==> config.mk <==
export PLATFORM = sky130hd
export DESIGN_NAME = trig_go_ctrl
export DESIGN_NICKNAME = d
export VERILOG_FILES = /design/src/rtl/go_ctrl_pkg.sv /design/src/rtl/trig_sync.sv /design/src/rtl/mode_reg.sv /design/src/rtl/go_core.sv /design/src/rtl/trig_go_ctrl.sv
export SDC_FILE = /design/constraint.sdc
export NUM_CORES = 1
export LEC_CHECK = 0
export ABC_AREA = 1
export BUFFER_PORTS_ARGS = -buffer_cell sky130_fd_sc_hd__buf_4
export CAP_MARGIN = 20
export CORE_AREA = 2 2 39 41
export CTS_CLUSTER_SIZE = 30
export DETAILED_ROUTE_END_ITERATION = 7
export DIE_AREA = 0 0 41 43
export GPL_TIMING_DRIVEN = 0
export PLACE_DENSITY = 0.61
export SYNTH_ARGS = -nofsm -noshare
export SYNTH_HDL_FRONTEND = slang
export SYNTH_SLANG_ARGS = --single-unit
==> constraint.sdc <==
create_clock -name clk -period 1.05 [get_ports clk]
set_input_delay 0.0525 -clock clk [delete_from_list [all_inputs] [get_ports clk]]
set_output_delay 0.0525 -clock clk [all_outputs]
set_load 0.005 [all_outputs]
==> src/rtl/go_ctrl_pkg.sv <==
package go_ctrl_pkg;

    localparam int MODE_W = 3;

    typedef enum logic [MODE_W-1:0] {
        MODE_HOST     = 3'd0,
        MODE_EDGE     = 3'd1,
        MODE_LEVEL    = 3'd2,
        MODE_STREAM_A = 3'd3,
        MODE_STREAM_B = 3'd4,
        MODE_STREAM_C = 3'd5,
        MODE_SELFTEST = 3'd6,
        MODE_TUNE     = 3'd7
    } mode_e;

    typedef struct packed {
        logic go;
        logic start;
        logic cancel;
    } go_state_t;

    // The pin feeds engine data in these modes, never the run flag.
    function automatic logic is_stream(input mode_e m);
        return (m == MODE_STREAM_A) || (m == MODE_STREAM_B) || (m == MODE_STREAM_C);
    endfunction

endpackage

==> src/rtl/trig_sync.sv <==
module trig_sync #(
    parameter int STAGES = 2
) (
    input  logic clk,
    input  logic rst,
    input  logic pin,
    output logic rise,
    output logic fall
);
    // Bits [STAGES-1:0] form the synchronizer; bit STAGES holds the prior sample.
    localparam int CHAIN_W = STAGES + 1;

    logic [CHAIN_W-1:0] chain_d, chain_q;

    always_comb begin
        chain_d = {chain_q[CHAIN_W-2:0], pin};
    end

    always_ff @(posedge clk) begin
        if (rst) chain_q <= '0;
        else     chain_q <= chain_d;
    end

    assign rise = chain_q[STAGES-1] & ~chain_q[STAGES];
    assign fall = ~chain_q[STAGES-1] & chain_q[STAGES];

endmodule

==> src/rtl/mode_reg.sv <==
module mode_reg
    import go_ctrl_pkg::*;
(
    input  logic              clk,
    input  logic              rst,
    input  logic              we,
    input  logic [MODE_W-1:0] wdata,
    output mode_e             mode
);
    mode_e mode_d, mode_q;

    always_comb begin
        mode_d = mode_q;
        if (we) mode_d = mode_e'(wdata);
    end

    always_ff @(posedge clk) begin
        if (rst) mode_q <= MODE_HOST;
        else     mode_q <= mode_d;
    end

    assign mode = mode_q;

endmodule

==> src/rtl/go_core.sv <==
module go_core
    import go_ctrl_pkg::*;
(
    input  logic  clk,
    input  logic  rst,
    input  mode_e mode,
    input  logic  host_we,
    input  logic  host_val,
    input  logic  pin_rise,
    input  logic  pin_fall,
    input  logic  done,
    output logic  go,
    output logic  start,
    output logic  cancel
);
    go_state_t st_d, st_q;
    logic pin_set, pin_clr, host_set, host_clr, set_req, clr_req;

    always_comb begin
        pin_set = 1'b0;
        pin_clr = 1'b0;
        unique case (mode)
            MODE_EDGE: begin
                // Repeated rising edge toggles: start when idle, abort when busy.
                pin_set = pin_rise & ~st_q.go;
                pin_clr = pin_rise &  st_q.go;
            end
            MODE_LEVEL: begin
                pin_set = pin_rise;
                pin_clr = pin_fall;
            end
            default: ;
        endcase

        host_set = host_we &  host_val & ~is_stream(mode);
        host_clr = host_we & ~host_val;
        set_req  = host_set | pin_set;
        clr_req  = host_clr | pin_clr;

        st_d        = st_q;
        st_d.start  = 1'b0;
        st_d.cancel = 1'b0;
        if (st_q.go) begin
            if (done) begin
                st_d.go = 1'b0;            // completion wins over any cancel
            end else if (clr_req) begin
                st_d.go     = 1'b0;
                st_d.cancel = 1'b1;
            end
        end else if (set_req) begin
            st_d.go    = 1'b1;
            st_d.start = 1'b1;
        end
    end

    always_ff @(posedge clk) begin
        if (rst) st_q <= '0;
        else     st_q <= st_d;
    end

    assign go     = st_q.go;
    assign start  = st_q.start;
    assign cancel = st_q.cancel;

endmodule

==> src/rtl/trig_go_ctrl.sv <==
module trig_go_ctrl
    import go_ctrl_pkg::*;
#(
    parameter int SYNC_STAGES = 2
) (
    input  logic              clk,
    input  logic              rst,
    input  logic              mode_we,
    input  logic [MODE_W-1:0] mode_wdata,
    input  logic              go_we,
    input  logic              go_wdata,
    input  logic              trig_pin,
    input  logic              eng_done,
    output logic              go_o,
    output logic [MODE_W-1:0] mode_o,
    output logic              start_o,
    output logic              cancel_o
);
    mode_e mode;
    logic  rise, fall;

    mode_reg u_mode (
        .clk   (clk),
        .rst   (rst),
        .we    (mode_we),
        .wdata (mode_wdata),
        .mode  (mode)
    );

    trig_sync #(.STAGES(SYNC_STAGES)) u_sync (
        .clk  (clk),
        .rst  (rst),
        .pin  (trig_pin),
        .rise (rise),
        .fall (fall)
    );

    go_core u_core (
        .clk      (clk),
        .rst      (rst),
        .mode     (mode),
        .host_we  (go_we),
        .host_val (go_wdata),
        .pin_rise (rise),
        .pin_fall (fall),
        .done     (eng_done),
        .go       (go_o),
        .start    (start_o),
        .cancel   (cancel_o)
    );

    assign mode_o = mode;

endmodule

* Word-level counts from Yosys, hierarchy flattened *
Cells that the tools add are included.

cells by class
  eq/ne operators = 5
  mux-type cells = 7
  bitwise operators = 14
  reduce and logical (&&, ||, !) cells = 4

operators with widths
  kind                  number
  $and A1 B1 Y1         7
  $eq A3 B2 Y1 const B  2
  $eq A3 B3 Y1 const B  2
  $not A1 Y1            5
  $mux W1               4
  $pmux W1 S2           2
  $eq A3 B1 Y1 const B  1
  $reduce_or A3 Y1      1
  $logic_or A1 B1 Y1    2
  $mux W2               1
  $or A1 B1 Y1          2
  $reduce_or A2 Y1      1

word-level totals
  flip-flop bits (word level) = 9
  input port bits = 10
  logic and storage cells = 35

* Logic depth before layout (Yosys ltp) *
Gate-level depths: netlist (run 1).

  word-level depth = 8
  depth in mapped cells = 7

* Cells and area by module *
Synthesis (run 1) repeated with hierarchy kept, for this count alone.

second synthesis, totals
  cell total of the unflattened synthesis = 61
  area total of the unflattened synthesis = 396.6 um2

by module, submodules not included
  module     instances  cells an instance  area an instance (um2)  seq. area each (um2)
  go_core    1          30                 182.7                   60.1
  mode_reg   1          19                 120.1                   60.1
  trig_sync  1          12                 93.8                    60.1

* Least setup slack after synthesis (run 1) *
Ideal clock, no wire load.

  path kind = reg2reg
  start point = register u_mode.mode_q[2] (netlist: u_mode.mode[2])
  end point = register u_core.st_q (netlist bit u_core.go)
  data arrival time = 768 ps
  path slack = 168 ps
  cell stages (with the launch flop) = 8
  clock period less this slack = 882 ps
  cells stage by stage = dfxtp_1 nor2_1 nand2_1 nand2_1 nand2_1 nand2_1 nand2_1 nand2_1

between the ends
  word-level cells in the longest chain between the ends = 8
  elaborated cells between the ends (all ways) = 17

ends and longest elaborated chain
  what                                          line               RTL
  start: declaration                            mode_reg.sv:10     mode_e mode_d, mode_q;
  start signal: assignment                      mode_reg.sv:19     else mode_q <= mode_d;
  $eq A3 B2 Y1 or $eq A3 B3 Y1 (tied branches)  go_ctrl_pkg.sv:24  return (m == MODE_STREAM_A) || (m == MODE_STREAM_B) || (m == MODE_STREAM_C);
  $logic_or A1 B1 Y1 (2 in series)              go_ctrl_pkg.sv:24
  $not A1 Y1                                    go_core.sv:35      host_set = host_we & host_val & ~is_stream(mode);
  $and A1 B1 Y1                                 go_core.sv:35
  $or A1 B1 Y1                                  go_core.sv:37      set_req = host_set | pin_set;
  $mux W2                                       go_core.sv:50      end else if (set_req) begin
  $mux W1 (*)                                   go_core.sv:43      if (st_q.go) begin
  end signal: assignment                        go_core.sv:58      else st_q <= st_d;
  end: declaration                              go_core.sv:16      go_state_t st_d, st_q;

Mark *: on every way between the ends. The rest lies on a longest branch, timed or not.
A chain may end at the register's enable or synchronous reset.

* Worst setup path after layout (run 1) *
  start point = register u_mode.mode_q[1] (netlist: u_mode.mode[1])
  end point = register u_core.st_q (netlist bit u_core.go)

Same word-level chain as after synthesis.

==> impl_metrics.ini, run 1 <==
[clocking]
tritoncts = built
post_cts_resized = 0
clock_path_buffers = 2
cts_root_buf = clkbuf_4
cts_buffers = 3
htreeDepth = 1
cts_sinks = 9
clock_latency_ns = 0.26
clk_pin_slew_ns = 0.06

[hold_path]
hold_path.class = in -> reg
hold_start = eng_done

[die]
die_x_um = 41
start_util = 0.2803
ios = 16
core.rowCount = 14
core_um2 = 1384
die_h_um = 43
die-area_um2 = 1763

[critical_path]
worst-endpoint-arrival_ns = 1.09
startpoint = u_mode.mode[1]
end_kind = register
setup.worst_path.class = reg -> reg
crit_path_top_delay_cell = dfxtp_1
required_ns = 1.21
cp_top_family = simple AND/OR/NAND/NOR gates
cp_num_buf_inv = 0
critPathMaxStageDelay_ns = 0.41
crit_chain = nor2_1 > nand2_1 > nand2_1 > nand2_1 > nand2_1 > nand2_1 > nand2_1
crit_path_frequent_cell = nand2_1
r2r_start = u_mode.mode[1]
cp_max_fo = 6
crit_path_start_kind = register

[logic_synthesis]
ys_ff_latch = 9
netlist.area_leader.share = 0.4645
synth_top_cell_by_area = dfxtp_1
synth_area_um2 = 387.9
ys_seq_area_frac = 0.4645
syn_area_per_cell_um2 = 7.183
netlist_instances = 54
ys_types = 12
yosys_warnings = 0
synthesis.nets = 64
synth.area.top_cells = dfxtp_1 46%, nor2_1 11%, nand2_1 9.7%, inv_1 8.7%, a211oi_1 5.8%

[final_layout]
fin_nets = 84
syn2layout_area_growth_pct = 41.61
fin_area_um2 = 549.3
drive_above_1_share = 0.3288
utilization = 0.3969
instances_no_fill = 89
num_antenna_cells = 0

[pwr]
max-vdd-ir-drop_uv = 654.1
power_mw = 0.7398
power_leakage_nw = 0.2830
power_density_nw_per_um2 = 1347

[placement]
place_area_um2 = 513.0
gp_congestion = 0.6871
dp_hpwl_um = 546.9
io_buffer_count = 14
place_ws_ns = 0.1079
placed_cells = 84

[timing]
finalHoldViolCount = 0
slew_headroom = 0.8778
drv_slew = 0
fin_crit_sh = 0.8868
fmax_ghz = 1.074
setup_viol = 0
fin_crit_ns = 0.9311
worstMarginPinSlew_ns = 0.1830
fin_skew_ns = 0.0008035
hold_ws_ns = 0.03304
fin_ws_ns = 0.1189
fin_tns_setup_ns = 0
rsz0062_at_grt = no

[global_routing]
grt_max_degree = 9
antenna_found_initial = 0
grt_overflow = 0
grtUsageTotal = 0.1109
grt_pass1_vias = 321
grt_pass1_wl_um = 1228

[flow_run]
maxCapViolations = 0

[detailed_routing]
routed-via-count = 369
routed_wl_um = 716
drt_iter0_drc = 1
dr.pass1.iters = 2
drc = 0
postRouteAntennaNets = 0
wire_per_inst_um = 8.045
vias_per_cell = 4.146

[status]
status = complete, no violations
cells in the mapped netlist:
master,n
buf_2,1
inv_2,2
dfxtp_1,9
nand4_1,1
nor2_1,11
a21oi_2,1
nand2_1,10
inv_1,9
a211oi_1,3
nand3_1,4
nor2_2,2
nor3b_2,1
area by class of cell:
class	count	area [µm²]
inverters	11	41.29
plain buffers	1	5.005
well taps	16	20.02
repair buffers	15	115.1
multi-input cells	33	161.4
clock buffers	4	26.28
flip-flops and latches	9	180.2
fillers	166	834.6
logic make-up (layout without fill, tap and decap cells):
logic type | Yosys count | after routing | share of synthesized area
flip-flops | 9 | 9 | 0.4645
buffers and inverters | 12 | 31 | 0.1193
AO/OA/AOI/OAI | 4 | 4 | 0.08065
AND/OR/NAND/NOR | 29 | 29 | 0.3355
worst register-to-register path, stage by stage (launching register included):
cell     delay [ns]
dfxtp_1        0.41
nor2_1         0.06
nand2_1        0.09
nand2_1        0.06
nand2_1        0.05
nand2_1        0.04
nand2_1        0.07
nand2_1        0.05
power breakdown:
part	switching [mW]	internal, mW	leakage [nW]	total, mW
Sequential	0.0145	0.359	0.0741	0.374
Combinational	0.0452	0.0575	0.194	0.103
Clock	0.117	0.146	0.0150	0.263
layout by cell type (no fill, tap or decap), drive strengths merged:
cell and instances:
inv 11, clkbuf 4, a21oi 1, nand2 10
buf 15, dlygate4sd3 1, dfxtp 9, nand4 1
nor3b 1, nand3 4, a211oi 3, nor2 13
worst paths after layout:
kind | endpoint | slack (ns) | cells after the start
max | u_core.go | 0.12 | 7
min | u_core.cancel | 0.03 | 4
max reg2reg | u_core.go | 0.12 | 7
min reg2reg | u_sync.chain_q[1] | 0.40 | 2
layer usage:
metal,global-route usage,up-vias,share of wire,wire length [µm]
li1,-,204,-,-
met1,0.1270,155,0.46,328
met2,0.1375,8,0.46,327
met3,0.03141,2,0.061,44
met4,0.1400,0,0.024,17
met5,0,-,0,0
repair_timing:
item / 4_1_cts / 5_1_grt
setup buffers: 0 / 0
hold endpoints to repair: 1 / 0
setup endpoints to repair: 0 / 0
hold buffers: 1 / 0
No activity file was read; power rests on OpenSTA's default activity.
==> inputs of run 2 (changes only) <==
Settings changed: RECOVER_POWER set to 100.
==> run 2 against run 1 <==
Effect of this change: clock skew about the same; sequential share of layout area up 0.15 points; critical path depth unchanged; sequential power about the same; critical path type unchanged; flip-flop and latch count unchanged; register-to-register slack about the same; utilization down 0.18 points; combinational power about the same; first-iteration DRC count unchanged.
==> impl_metrics.ini, run 2 (synthesis gave the netlist of run 1 again) <==
[global_routing]
globalRouteMet2Util = 0.1375
grtUsageTotal = 0.1109
met1_usage = 0.1270
grtUsageMet3 = 0.03141
grt_pass1_vias = 321
grt_max_degree = 9
grt_pass1_wl_um = 1228
busiest_layer = met4
grt_overflow = 0
antenna_found_initial = 0

[detailed_routing]
routed-via-count = 371
routed_wl_um = 709
dr.pass1.iters = 2
drc = 0
wire_per_inst_um = 7.966
vias_per_cell = 4.169
drt_iter0_drc = 1
postRouteAntennaNets = 0

[critical_path]
r2r_slack_ns = 0.11
cp_max_fo = 6
r2r-end = u_core.cancel
reg2reg_depth = 7
required_ns = 1.21
setup.worst_path.class = reg -> reg
worst-endpoint-arrival_ns = 1.11
r2r_start = u_mode.mode[1]
startpoint = u_mode.mode[1]
cp-endpoint = u_core.cancel
crit_path_start_kind = register
end_kind = register

[final_layout]
seqCellArea_um2 = 180.2
fin_nets = 84
syn2layout_area_growth_pct = 40.97
drive_above_1_share = 0.3151
utilization = 0.3951
num_antenna_cells = 0
final_cell_mix = 12 x nor2_1, 10 x nand2_1, 10 x clkbuf_4
final_common_cell = nor2_1
fillCellCount = 167
multiInputGateArea_um2 = 158.9

[hold_path]
hold_path.class = in -> reg

[timing]
worstMarginPinSlew_ns = 0.1812
fin_skew_ns = 0.0008328
drv_slew = 0
setup_viol = 0
rsz0062_at_grt = no
fin_tns_setup_ns = 0
slew_headroom = 0.8790
fin_crit_ns = 0.9442
fmax_ghz = 1.059
finalHoldViolCount = 0
fin_crit_sh = 0.8992

[clocking]
htreeDepth = 1
clock_latency_ns = 0.26
clk_pin_slew_ns = 0.06
cts_root_buf = clkbuf_4
cts_buffers = 3
cts_sinks = 9
tritoncts = built
post-cts-setup-buffers = 0
clock_path_buffers = 2

[die]
die-area_um2 = 1763
core.rowCount = 14
core_um2 = 1384
ios = 16
die_x_um = 41
start_util = 0.2803
die_h_um = 43

[pwr]
power_leakage_nw = 0.2794
power_mw = 0.7375
power_density_nw_per_um2 = 1349
max-vdd-ir-drop_uv = 652.8

[placement]
dp_hpwl_um = 546.9
gp_congestion = 0.6871
io_buffer_count = 14

[flow_run]
maxCapViolations = 0

[status]
status = complete, no violations
==> run 2: cell count changes in the layout (fill, tap and decap cells not counted) <==
cell,delta
buf_4,-7
clkbuf_4,+7
nor2_1,+1
nor2_2,-1
==> run 2: repair_timing <==
action                    CTS  global route
hold endpoints to repair    1             0
hold buffers                1             0
gates resized for setup     0             0
==> run 2: layout make-up <==
class                   count  area share
clock buffers               4     0.04805
plain buffers               1    0.009153
multi-input cells          33      0.2906
flip-flops and latches      9      0.3295
well taps                  16     0.03661
inverters                  11     0.07551
repair buffers             15      0.2105
==> run 2: routing by layer <==
metal,vias to the layer above,share of wire
met5,-,0
met4,0,0.024
met3,2,0.059
met2,8,0.45
met1,156,0.46
li1,205,-
==> run 2: power breakdown <==
part	leakage [nW]	internal (mW)	switching [mW]	total (mW)
sequential	0.0741	0.359	0.0143	0.374
combinational	0.190	0.0557	0.0446	0.100
clock	0.0150	0.146	0.117	0.263
==> run 2: worst min-delay path by stage <==
stage	from	end	cells after the start
3_3_place_gp	trig_pin	u_sync.chain_q[0]	3
3_5_place_dp	trig_pin	u_sync.chain_q[0]	3
5_1_grt	eng_done	u_core.cancel	4
4_1_cts	eng_done	u_core.cancel	4
2_1_floorplan	trig_pin	u_sync.chain_q[0]	2
6_report	eng_done	u_core.cancel	4
==> run 2: worst max-delay path, cell delays in order (launching register included) <==
cell and delay, ns:
dfxtp_1 0.41, nor2_1 0.06, nand2_1 0.09, nor2_2 0.04, nor2_1 0.11, nand2_1 0.06, nand2_1 0.05, inv_1 0.03
==> run 2: metrics by stage <==
step	cell area, µm²	setup WS, ns	instances	hold slack [ns]
after floorplan	387.9	0.1683	54	0.1595
after global placement	513.0	0.1149	84	0.2559
after detailed placement	513.0	0.1079	84	0.2607
after CTS	549.3	0.1004	89	0.01988
after global routing	546.8	0.01311	89	0.02643
final	546.8	0.1058	89	0.03222
==> inputs of run 3 (changes only) <==
Settings changed: HOLD_SLACK_MARGIN set to 0.12, PLACE_DENSITY 0.61 to 0.59, SYNTH_HIERARCHICAL set to 1.
==> run 3 against run 2 <==
Effect of this change: register-to-register slack got worse by 0.03 ns; maximum frequency fell by 2.9%; first-iteration DRC count rose to 4.0 times the previous value; synthesized area is 2.3% higher; flip-flop and latch count stayed put; sequential share of layout area shrank 4.4 points; count of clock-buffer cells in the layout did not move; setup slack worse by 0.028 ns; clock skew grew 0.0016 ns; hold slack improved by 0.10 ns.
==> impl_metrics.ini, run 3 <==
[hold_path]
hold_start = go_we
hold_end = u_core/cancel
hold_path.class = in -> reg
holdPathStages = 5

[final_layout]
final_common_cell = nand2_1
fin_nets = 98
num_antenna_cells = 0
syn2layout_area_growth_pct = 59.94
drive_above_1_share = 0.2644
instances_no_fill = 103
final_cell_mix = 17 x nand2_1, 13 x inv_1, 12 x nor2_1

[critical_path]
critPathMaxStageDelay_ns = 0.37
r2r_slack_ns = 0.08
required_ns = 1.20
worst-endpoint-arrival_ns = 1.12
setup.worst_path.class = reg -> reg
crit_path_frequent_cell = nand2_1
cp_max_fo = 4
reg2reg_depth = 7
cp_top_family = simple AND/OR/NAND/NOR gates
cp_num_buf_inv = 1
r2r_start = u_mode/mode[0]
crit_chain = inv_1 > nor2_1 > nand2_1 > nand2_1 > nand2_1 > nand2_1 > nand2_1
crit_path_start_kind = register
end_kind = register
r2r-end = u_core/go
crit_path_top_delay_cell = dfxtp_1

[timing]
fin_skew_ns = 0.002480
drv_slew = 0
fin_ws_ns = 0.07808
hold_ws_ns = 0.1352
worstMarginPinSlew_ns = 0.1971
slew_headroom = 0.8684
fin_crit_ns = 0.9719
setup_viol = 0
fmax_ghz = 1.029
fin_crit_sh = 0.9256
fin_tns_setup_ns = 0
rsz0062_at_grt = no
finalHoldViolCount = 0

[die]
core_um2 = 1384
start_util = 0.2866
die_h_um = 43
die_x_um = 41
ios = 16
core.rowCount = 14
die-area_um2 = 1763

[logic_synthesis]
synth_top_cell_by_area = dfxtp_1
synth_commonest_cells = 17 x nand2_1, 13 x inv_1, 13 x nor2_1, 9 x dfxtp_1, 3 x nand3_1
netlist_instances = 61
synth_ff_type = dfxtp_1
syn_area_per_cell_um2 = 6.502
ys_seq_area_frac = 0.4543
ys_ff_latch = 9
ys_types = 10
synth_edf_count = 0
synth.area.top_cells = dfxtp_1 45%, nand2_1 16%, inv_1 12%, nor2_1 12%, nand3_1 3.8%
synth_area_um2 = 396.6
async_reset_ff_frac = 0
yosys_warnings = 6
netlist.area_leader.share = 0.4543
synthesis.nets = 71
yosysMostFrequentCell = nand2_1

[placement]
placed_cells = 92
place_ws_ns = 0.07664
io_buffer_count = 15
gp_congestion = 0.6983
dp_hpwl_um = 583

[clocking]
tritoncts = built
clock_latency_ns = 0.25
cts_buffers = 3
cts_root_buf = clkbuf_4
htreeDepth = 1
cts_sinks = 9
clk_pin_slew_ns = 0.06
clock_path_buffers = 2
post-cts-setup-buffers = 0

[pwr]
intPower_mw = 0.5796
switching_share = 0.2350
combPwrFrac = 0.165
power_switching_mw = 0.1781
power_leakage_nw = 0.3422
clkPwrFrac = 0.340
max-vdd-ir-drop_uv = 598.2
power_density_nw_per_um2 = 1194
p_seq_frac = 0.495

[detailed_routing]
dr.pass1.iters = 3
drc = 0
drt_iter0_drc = 4
postRouteAntennaNets = 0
routed-via-count = 417
routed_wl_um = 802
vias_per_cell = 4.049
wire_per_inst_um = 7.786

[global_routing]
grtUsageTotal = 0.1139
busiest_layer = met2
globalRouteMet2Util = 0.1688
grtUsageMet3 = 0.06283
grt_pass1_vias = 359
grt_overflow = 0
met1_usage = 0.1238
grt_pass1_wl_um = 1304
antenna_found_initial = 0
grt_max_degree = 7

[status]
status = complete, no violations

[flow_run]
maxCapViolations = 0
## run 3: cell types whose count changed in the layout (fill, tap and decap cells not counted), moves of 2 or more
cell / change
nand2_1: +7
buf_4: +3
a211oi_1: -3
inv_1: +4
clkbuf_4: -2
dlygate4sd3_1: +6
## run 3: cells by family after synthesis
group	count (synthesis)	share of synthesized area
and+or+nand+nor	37	0.3912
buffers and inverters	14	0.1325
DFF	9	0.4543
AOI/OAI and AO/OA	1	0.02209
## run 3: layer usage
layer / part of all wire / up-vias
li1: - / 232
met4: 0 / 0
met5: 0 / -
met3: 0.047 / 0
met1: 0.43 / 178
met2: 0.52 / 7
## run 3: worst max-delay path by stage
stage                        start        end  slack (ns)  cells past startpoint
finish              u_mode/mode[0]  u_core/go        0.08                      7
floorplan           u_mode/mode[0]  u_core/go        0.15                      7
global placement    u_mode/mode[0]  u_core/go        0.08                      7
detailed placement  u_mode/mode[0]  u_core/go        0.08                      7
CTS                            rst  u_core/go        0.03                      5
global route        u_mode/mode[1]  u_core/go        0.02                      7
## run 3: worst register-to-register path, cell delays in order, from the launching register on
cell	delay (ns)
dfxtp_1	0.37
inv_1	0.08
nor2_1	0.12
nand2_1	0.06
nand2_1	0.07
nand2_1	0.05
nand2_1	0.07
nand2_1	0.05
## run 3: layout make-up
| cell class | count | area (µm²) |
|---|---|---|
| fill | 143 | 749.5 |
| timing repair buffer | 22 | 182.7 |
| sequential | 9 | 181.4 |
| multi-input combinational | 38 | 171.4 |
| inverter | 14 | 52.55 |
| clock buffer | 4 | 26.28 |
| tap | 16 | 20.02 |
## run 3: through the flow
stage          utilization  instance area (µm²)  power [mW]
6_report            0.4584                634.4      0.7577
3_5_place_dp        0.3825                529.3      0.4872
3_3_place_gp        0.3825                529.3      0.4855
5_1_grt             0.4584                634.4      0.8124
2_1_floorplan            -                396.6      0.4278
4_1_cts             0.4521                625.6      0.7734
## run 3: what timing repair did
action	CTS	global route
resized for setup	0	3
hold endpoints to repair	9	0
hold buffers	7	0
endpoints found under the setup margin	0	2
## run 3: power by group through the flow
stage / sequential, mW / clock (mW) / combinational, mW
finish: 0.375 / 0.258 / 0.125
detailed placement: 0.382 / 0 / 0.105
global route: 0.377 / 0.295 / 0.140
global placement: 0.382 / 0 / 0.103
floorplan: 0.381 / 0 / 0.0465
CTS: 0.374 / 0.274 / 0.125
